### src/rtl/bsh_pkg.sv
package bsh_pkg;

    typedef enum logic [2:0] {
        OP_SRL = 3'b000,
        OP_SRA = 3'b001,
        OP_ROR = 3'b010,
        OP_SLL = 3'b100,
        OP_SLA = 3'b101,
        OP_ROL = 3'b110
    } bsh_op_e;

    typedef enum logic [1:0] {
        FILL_ZERO = 2'd0,
        FILL_SIGN = 2'd1,
        FILL_WRAP = 2'd2
    } bsh_fill_e;

    typedef struct packed {
        logic      flip;
        logic      keep_msb;
        logic      pass;
        bsh_fill_e fill;
    } bsh_ctl_t;

endpackage

### src/rtl/bsh_decode.sv
module bsh_decode
    import bsh_pkg::*;
(
    input  logic [2:0] op_i,
    output bsh_ctl_t   ctl_o
);

    always_comb begin
        ctl_o = '{flip: 1'b0, keep_msb: 1'b0, pass: 1'b0, fill: FILL_ZERO};
        unique case (op_i)
            OP_SRL: ctl_o.fill = FILL_ZERO;
            OP_SRA: ctl_o.fill = FILL_SIGN;
            OP_ROR: ctl_o.fill = FILL_WRAP;
            OP_SLL: ctl_o.flip = 1'b1;
            OP_SLA: begin
                ctl_o.flip     = 1'b1;
                ctl_o.keep_msb = 1'b1;
            end
            OP_ROL: begin
                ctl_o.flip = 1'b1;
                ctl_o.fill = FILL_WRAP;
            end
            default: ctl_o.pass = 1'b1;
        endcase
    end

endmodule

### src/rtl/bsh_reverse.sv
module bsh_reverse #(
    parameter int WIDTH = 16
) (
    input  logic             en_i,
    input  logic [WIDTH-1:0] data_i,
    output logic [WIDTH-1:0] data_o
);

    logic [WIDTH-1:0] mirrored;

    for (genvar b = 0; b < WIDTH; b++) begin : g_bit
        assign mirrored[b] = data_i[WIDTH-1-b];
    end

    assign data_o = en_i ? mirrored : data_i;

endmodule

### src/rtl/bsh_rshift_core.sv
module bsh_rshift_core
    import bsh_pkg::*;
#(
    parameter int WIDTH = 16,
    localparam int AMT_W = $clog2(WIDTH)
) (
    input  logic [WIDTH-1:0] data_i,
    input  logic [AMT_W-1:0] amt_i,
    input  bsh_fill_e        fill_i,
    output logic [WIDTH-1:0] data_o
);

    logic [WIDTH-1:0] stage [0:AMT_W];
    logic             sign;

    assign sign     = data_i[WIDTH-1];
    assign stage[0] = data_i;

    for (genvar i = 0; i < AMT_W; i++) begin : g_stage
        localparam int SH = 1 << i;
        logic [SH-1:0]    fill_bits;
        logic [WIDTH-1:0] moved;

        always_comb begin
            unique case (fill_i)
                FILL_WRAP: fill_bits = stage[i][SH-1:0];
                FILL_SIGN: fill_bits = {SH{sign}};
                default:   fill_bits = '0;
            endcase
            moved        = {fill_bits, stage[i][WIDTH-1:SH]};
            stage[i+1]   = amt_i[i] ? moved : stage[i];
        end
    end

    assign data_o = stage[AMT_W];

    // no stage may move the word when the amount is zero
    always_comb begin
        if (amt_i == '0) begin
            a_zero_amt_r8 : assert (data_o == data_i);
        end
    end

endmodule

### src/rtl/bsh_top.sv
module bsh_top
    import bsh_pkg::*;
#(
    parameter int WIDTH   = 16,
    parameter bit OUT_REG = 1'b1,
    localparam int AMT_W  = $clog2(WIDTH)
) (
    input  logic             clk,
    input  logic             rst_n,
    input  logic             vld_i,
    input  logic [WIDTH-1:0] data_i,
    input  logic [AMT_W-1:0] amt_i,
    input  logic [2:0]       op_i,
    output logic             vld_o,
    output logic [WIDTH-1:0] data_o
);

    bsh_ctl_t         ctl;
    logic [WIDTH-1:0] pre;
    logic [WIDTH-1:0] core_out;
    logic [WIDTH-1:0] post;
    logic [WIDTH-1:0] res;

    bsh_decode u_dec (
        .op_i  (op_i),
        .ctl_o (ctl)
    );

    bsh_reverse #(.WIDTH(WIDTH)) u_rev_in (
        .en_i   (ctl.flip),
        .data_i (data_i),
        .data_o (pre)
    );

    bsh_rshift_core #(.WIDTH(WIDTH)) u_core (
        .data_i (pre),
        .amt_i  (amt_i),
        .fill_i (ctl.fill),
        .data_o (core_out)
    );

    bsh_reverse #(.WIDTH(WIDTH)) u_rev_out (
        .en_i   (ctl.flip),
        .data_i (core_out),
        .data_o (post)
    );

    always_comb begin
        if (ctl.pass)          res = data_i;
        else if (ctl.keep_msb) res = {data_i[WIDTH-1], post[WIDTH-2:0]};
        else                   res = post;
    end

    if (OUT_REG) begin : g_reg
        always_ff @(posedge clk or negedge rst_n) begin
            if (!rst_n) begin
                vld_o  <= 1'b0;
                data_o <= '0;
            end else begin
                vld_o <= vld_i;
                if (vld_i) data_o <= res;
            end
        end

        p_vld_rise_r9 : assert property (@(posedge clk) disable iff (!rst_n)
            vld_i |=> vld_o);
        p_vld_low_r9 : assert property (@(posedge clk) disable iff (!rst_n)
            !vld_i |=> !vld_o);
        p_hold_r10 : assert property (@(posedge clk) disable iff (!rst_n)
            !vld_i |=> $stable(data_o));
    end else begin : g_comb
        assign vld_o  = vld_i;
        assign data_o = res;
    end

    p_srl_top_r1 : assert property (@(posedge clk) disable iff (!rst_n)
        (op_i == OP_SRL && amt_i != '0) |-> !res[WIDTH-1]);
    p_sra_sign_r2 : assert property (@(posedge clk) disable iff (!rst_n)
        (op_i == OP_SRA) |-> res[WIDTH-1] == data_i[WIDTH-1]);
    p_rot_ones_r3 : assert property (@(posedge clk) disable iff (!rst_n)
        (op_i == OP_ROR || op_i == OP_ROL) |-> $countones(res) == $countones(data_i));
    p_sll_low_r4 : assert property (@(posedge clk) disable iff (!rst_n)
        (op_i == OP_SLL && amt_i != '0) |-> !res[0]);

endmodule

### config.mk
export PLATFORM = sky130hd
export DESIGN_NAME = bsh_top
export DESIGN_NICKNAME = d
export VERILOG_FILES = /design/src/rtl/bsh_pkg.sv /design/src/rtl/bsh_decode.sv /design/src/rtl/bsh_reverse.sv /design/src/rtl/bsh_rshift_core.sv /design/src/rtl/bsh_top.sv
export SDC_FILE = /design/constraint.sdc
export NUM_CORES = 1
export LEC_CHECK = 0
export CAP_MARGIN = 30
export CORE_MARGIN = 1
export CORE_UTILIZATION = 52
export CTS_CLUSTER_SIZE = 8
export DETAILED_ROUTE_END_ITERATION = 12
export HOLD_SLACK_MARGIN = 0.1
export PLACE_DENSITY = 0.89
export SKIP_CTS_REPAIR_TIMING = 1
export SYNTH_ARGS = -nofsm -noshare
export SYNTH_HDL_FRONTEND = slang
export SYNTH_SLANG_ARGS = --single-unit
### constraint.sdc
create_clock -name clk -period 1.19 [get_ports clk]
set_input_delay 0.1785 -clock clk [delete_from_list [all_inputs] [get_ports clk]]
set_output_delay 0.1785 -clock clk [all_outputs]
set_load 0.01 [all_outputs]
### Yosys cells after proc, flatten, opt, wreduce, memory -nomap -nowiden

Index checks and enable logic that the tools add are counted.

| storage, ports and cells | value |
|---|---|
| bits in registers | 17 |
| bits of input ports | 26 |
| output and inout port bits | 17 |
| logic and storage cells | 28 |

| operators by class | value |
|---|---|
| eq/ne operators | 7 |
| mux-type cells | 15 |
| reductions and logical operators | 4 |

Operators with widths:

| kind | count |
|---|---|
| 2-to-1 mux 16 bit | 8 |
| case mux 8 bit (2 select lines) | 1 |
| == test 3 bit, second input constant | 3 |
| case mux 2 bit (2 select lines) | 2 |
| case mux 4 bit (2 select lines) | 1 |
| OR reduction 6 bit | 1 |
| == test 3 x 1 -> 1 bit, second input constant | 1 |
| == test 3 x 2 -> 1 bit, second input constant | 1 |
| logical NOT 3 bit | 1 |
| OR reduction 3 bit | 1 |
| == test 2 x 1 -> 1 bit, second input constant | 1 |
| == test 2 bit, second input constant | 1 |
| 2-to-1 mux 1 bit | 2 |
| case mux 1 bit (2 select lines) | 1 |
| OR reduction 2 bit | 1 |

### Depth between registers and ports, before layout

| depth | value |
|---|---|
| depth in word-level cells | 15 |
| gate-level depth with buffers | 10 |
| depth with buffers taken out | 7 |

### By module

Synthesis repeated with hierarchy kept, for this count alone.

| second synthesis, totals | value |
|---|---|
| cells, all modules | 230 |
| area, all modules | 2,388.5 sq um |

Modules (own cells, without submodules):

| module | instances | cells an instance | area an instance (sq um) | sequential area each (sq um) |
|---|---|---|---|---|
| bsh_rshift_core | 1 | 118 | 1,082.3 | 0.0 |
| bsh_top | 1 | 71 | 765.7 | 425.4 |
| bsh_reverse | 2 | 18 | 249.0 | 0.0 |
| bsh_decode | 1 | 5 | 42.5 | 0.0 |

### Worst setup path after synthesis

Ideal clock, no wire load.

| timing | value |
|---|---|
| path kind | in2reg |
| start | in op_i[1] |
| end | reg data_o[8] |
| library setup time | 0.118 ns |
| arrival time | 2.115 ns |
| required time | 1.072 ns |
| slack | -1.043 ns |
| cell stages on the path | 9 |
| path buffers | 2 |
| cells stage by stage | buf_4 -> a21boi_4 -> buf_6 -> mux4_2 -> mux4_2 -> and2_4 -> o22ai_2 -> o21ai_1 -> a21o_1 |

| on the way | value |
|---|---|
| cells in the longest elaborated chain, start to end | 12 |
| elaborated cells between the ends (all ways) | 25 |
| classes of those cells | 7 x eq/ne; 14 x mux; 4 x reduce/logical |

Ends and longest elaborated chain:

| what | RTL line | text |
|---|---|---|
| start, declared | bsh_top.sv:13 | `input logic [2:0] op_i,` |
| == test 3 x 2 -> 1 bit or == test 3 bit (tied branches) | bsh_decode.sv:10 | `unique case (op_i)` |
| OR reduction 2 bit (no line) or OR reduction 3 bit (tied branches) | - |  |
| case mux 2 bit (2 select lines) or 2-to-1 mux 1 bit (tied branches) | bsh_decode.sv:10 |  |
| == test 2 x 1 -> 1 bit, or another cell as far along | bsh_rshift_core.sv:25 | `unique case (fill_i)` |
| case mux 1 bit (2 select lines) or 2-to-1 mux 16 bit (tied branches) | bsh_rshift_core.sv:25, bsh_rshift_core.sv:31 |  |
| 2-to-1 mux 16 bit or case mux 2 bit (2 select lines) (tied branches) | bsh_rshift_core.sv:31, bsh_rshift_core.sv:25 |  |
| 2-to-1 mux 16 bit or case mux 4 bit (2 select lines) (tied branches) | bsh_rshift_core.sv:31, bsh_rshift_core.sv:25 |  |
| 2-to-1 mux 16 bit or case mux 8 bit (2 select lines) (tied branches) | bsh_rshift_core.sv:31, bsh_rshift_core.sv:25 |  |
| 2-to-1 mux 16 bit | bsh_rshift_core.sv:31 | `stage[i+1] = amt_i[i] ? moved : stage[i];` |
| 2-to-1 mux 16 bit | bsh_reverse.sv:15 | `assign data_o = en_i ? mirrored : data_i;` |
| 2-to-1 mux 16 bit | bsh_top.sv:50 | `else if (ctl.keep_msb) res = {data_i[WIDTH-1], post[WIDTH-2:0]};` |
| 2-to-1 mux 16 bit (*) | bsh_top.sv:49 | `if (ctl.pass) res = data_i;` |
| end signal, assigned | bsh_top.sv:61 | `if (vld_i) data_o <= res;` |
| end, declared | bsh_top.sv:15 | `output logic [WIDTH-1:0] data_o` |

Mark *: on every way between the ends. The rest lies on a longest branch, timed or not.
A chain may end at the register's enable or synchronous reset.

### Worst setup path in the final report

| timing | value |
|---|---|
| start | in op_i[1] |
| end | reg data_o[9] |

Same word-level chain as after synthesis.

==> results_dict.tcl <==
set metrics [dict create \
    path_class "input port to register" \
    max-slew-margin-rel 0.5556 \
    cp_slowest_cell "mux4_2" \
    grt_pass1_wl_um 12820 \
    maxSlewViolCount 0 \
    clk-insertion-delay-late_ns 0.26 \
    firstDrtPassIters 8 \
    syn_avg_cell_area_um2 9.442 \
    register_area_um2 425.4 \
    fin_ws_ns -1.126 \
    grt_max_degree 18 \
    fmax_mhz 431.7 \
    die_w_um 64.63 \
    crit_path_cell_trace "buf_8 > a21boi_4 > buf_6 > mux4_2 > buf_4 > mux2i_2 > buf_4 > a22oi_1 > mux2i_2 > o211ai_1" \
    clock_path_buffers 2 \
    nNetsFinal 363 \
    cp_max_fo 8 \
    cts_tree "done" \
    tightest_slew_ns 0.6641 \
    clk_root_buffer_cell "clkbuf_8" \
    synth_area_mm2 0.002039 \
    antenna_left 0 \
    dp_hpwl_um 6448 \
    synth_seq_cells 17 \
    cap_violations 0 \
    syn_inst 216 \
    multiInputGateArea_mm2 0.001680 \
    yosys_warnings 0 \
    syn2layout_area_growth_pct 69.51 \
    critPathBufInv 4 \
    grt.total_usage 0.4113 \
    crit_arrival_ns 2.45 \
    finalSetupTns_ns -15.99 \
    synthTopCellsByCount "mux2i_1 (22), dfrtp_1 (17), mux4_2 (17), nor2_1 (17)" \
    rsz0062_at_grt "yes" \
    num_antenna_cells 0 \
    fillCellCount 126 \
    io_pins 43 \
    post-route-util 0.9303 \
    start_util 0.5488 \
    num_rows 22 \
    p_leak_nw 1.708 \
    status "complete, but fails checks" \
    die_area_mm2 0.004176 \
    routed_wl_um 11130 \
    drive_gt1_frac 0.4673 \
    fin_worst_skew_ns 0 \
    synth_top_area_frac 0.2086 \
    ys.flop_type "dfrtp_1" \
    cts.htree.levels 1 \
    antenna_found_initial 0 \
    gp_congestion 1.082 \
    hold_path.class "input port to async pin" \
    cp-start-kind "input port" \
    required_ns 1.32 \
    synth_most_common_cell "mux2i_1" \
    cpPeakStageDelay_ns 0.51 \
    cts.sinks 17 \
    setup_viol 16 \
    violations "setup timing" \
    clkTransAtPathRegs_ns 0.07 \
    die_h_um 64.63 \
    synth_edf_count 0 \
    ys_seq_area_frac 0.2086 \
    coreArea_mm2 0.003716 \
    synth_cell_types 46 \
    vias 3070 \
    crit_family "multiplexers" \
    cts_made_buffers 3 \
    syn-num-nets 242 \
    power_density_mw_per_mm2 876.0 \
    fin_crit_sh 1.946 \
    avgViaCountPerCell 7.995 \
    port-buffer-count 42 \
    period_needed_ns 2.316 \
    hold_viol 0 \
    grt_pass1_vias 2616 \
    async_flop_share 1.000 \
    yosysTopAreaCell "dfrtp_1" \
    overflow 0 \
    irDropWorstVdd_mv 0.9656 \
    drt_iter0_markers 729 \
    wl_per_cell_um 28.98 \
    critPathCaptureType "register" \
    synth_area_leaders "dfrtp_1 (21%), mux4_2 (19%), mux2i_1 (11%)" \
    drc 0 \
]
[sequential cells by signal, summed over array words and instances (netlist names)]
signal	flops
data_o	16
vld_o	1
[final cells by class]
class | instances | share of cell area
Inverter | 9 | 0.009772
Multi-Input combinational cell | 173 | 0.4861
Sequential cell | 17 | 0.1231
Timing Repair Buffer | 133 | 0.3503
Tap cell | 48 | 0.01737
Clock buffer | 3 | 0.01194
Clock inverter | 1 | 0.001448
[worst paths after layout]
kind                       cells after the start         end  startpoint  slack (ns)
min reg2reg                                    2   data_o[6]   data_o[6]        0.53
min                                            2   data_o[8]       rst_n        0.25
max                                           10   data_o[9]     op_i[1]       -1.13
min in group clk                               4   data_o[6]   data_i[6]        0.40
max in group asynchronous                      2  data_o[15]       rst_n        0.75
max reg2reg                                    4   data_o[5]   data_o[5]       -0.03
[cell families (layout without fill, tap and decap cells)]
| kind of cell | count (synthesis) | count (layout) | synth area share |
|---|---|---|---|
| AO/OA/AOI/OAI | 76 | 76 | 0.2785 |
| AND/OR/NAND/NOR | 51 | 51 | 0.1184 |
| multiplexers | 45 | 45 | 0.3288 |
| buffers and inverters | 26 | 146 | 0.06134 |
| flip-flops | 17 | 17 | 0.2086 |
| XOR/XNOR | 1 | 1 | 0.004295 |
[through the flow]
step	instance area [µm²]	power, mW	hold slack, ns	instances	setup slack, ns
final	3457	3.028	0.2471	384	-1.126
after global routing	3457	3.066	0.2642	384	-1.165
after CTS	3112	2.650	0.2547	373	-1.440
after detailed placement	3065	2.201	0.5286	369	-1.678
after global placement	3065	2.138	0.5121	369	-1.530
after floorplan	2071	1.461	-0.1171	216	-0.9850
[report_power, final]
group | leakage [nW] | internal, mW | switching [mW]
combinational | 1.48 | 0.894 | 0.941
sequential | 0.204 | 0.672 | 0.0701
clock | 0.0255 | 0.233 | 0.218
[placed cells by master, fill, tap and decap left out, types with 4 or more instances in the layout]
cell | netlist | routed
dfrtp_1 | 17 | 17
a21o_1 | 4 | 4
buf_4 | 1 | 84
o221ai_1 | 7 | 7
nand2_1 | 12 | 12
o21ai_1 | 3 | 5
nand3_1 | 12 | 12
o22a_1 | 5 | 5
mux2i_1 | 22 | 9
buf_6 | 3 | 8
clkdlybuf4s50_1 | 0 | 13
a21oi_1 | 10 | 9
mux4_2 | 17 | 17
a22oi_1 | 8 | 8
nor2_1 | 17 | 17
mux2_4 | 0 | 4
mux2i_2 | 0 | 10
inv_1 | 8 | 6
o21ai_0 | 8 | 4
dlymetal6s2s_1 | 0 | 26
o211ai_1 | 4 | 4
[layer usage]
metal,vias up,global-route usage,share of wire
met5,-,0,0
met4,0,0.1972,0.11
met3,156,0.06338,0.16
met2,440,0.6803,0.41
met1,1358,0.5243,0.31
li1,1116,-,-
No activity file was read; power rests on OpenSTA's default activity.
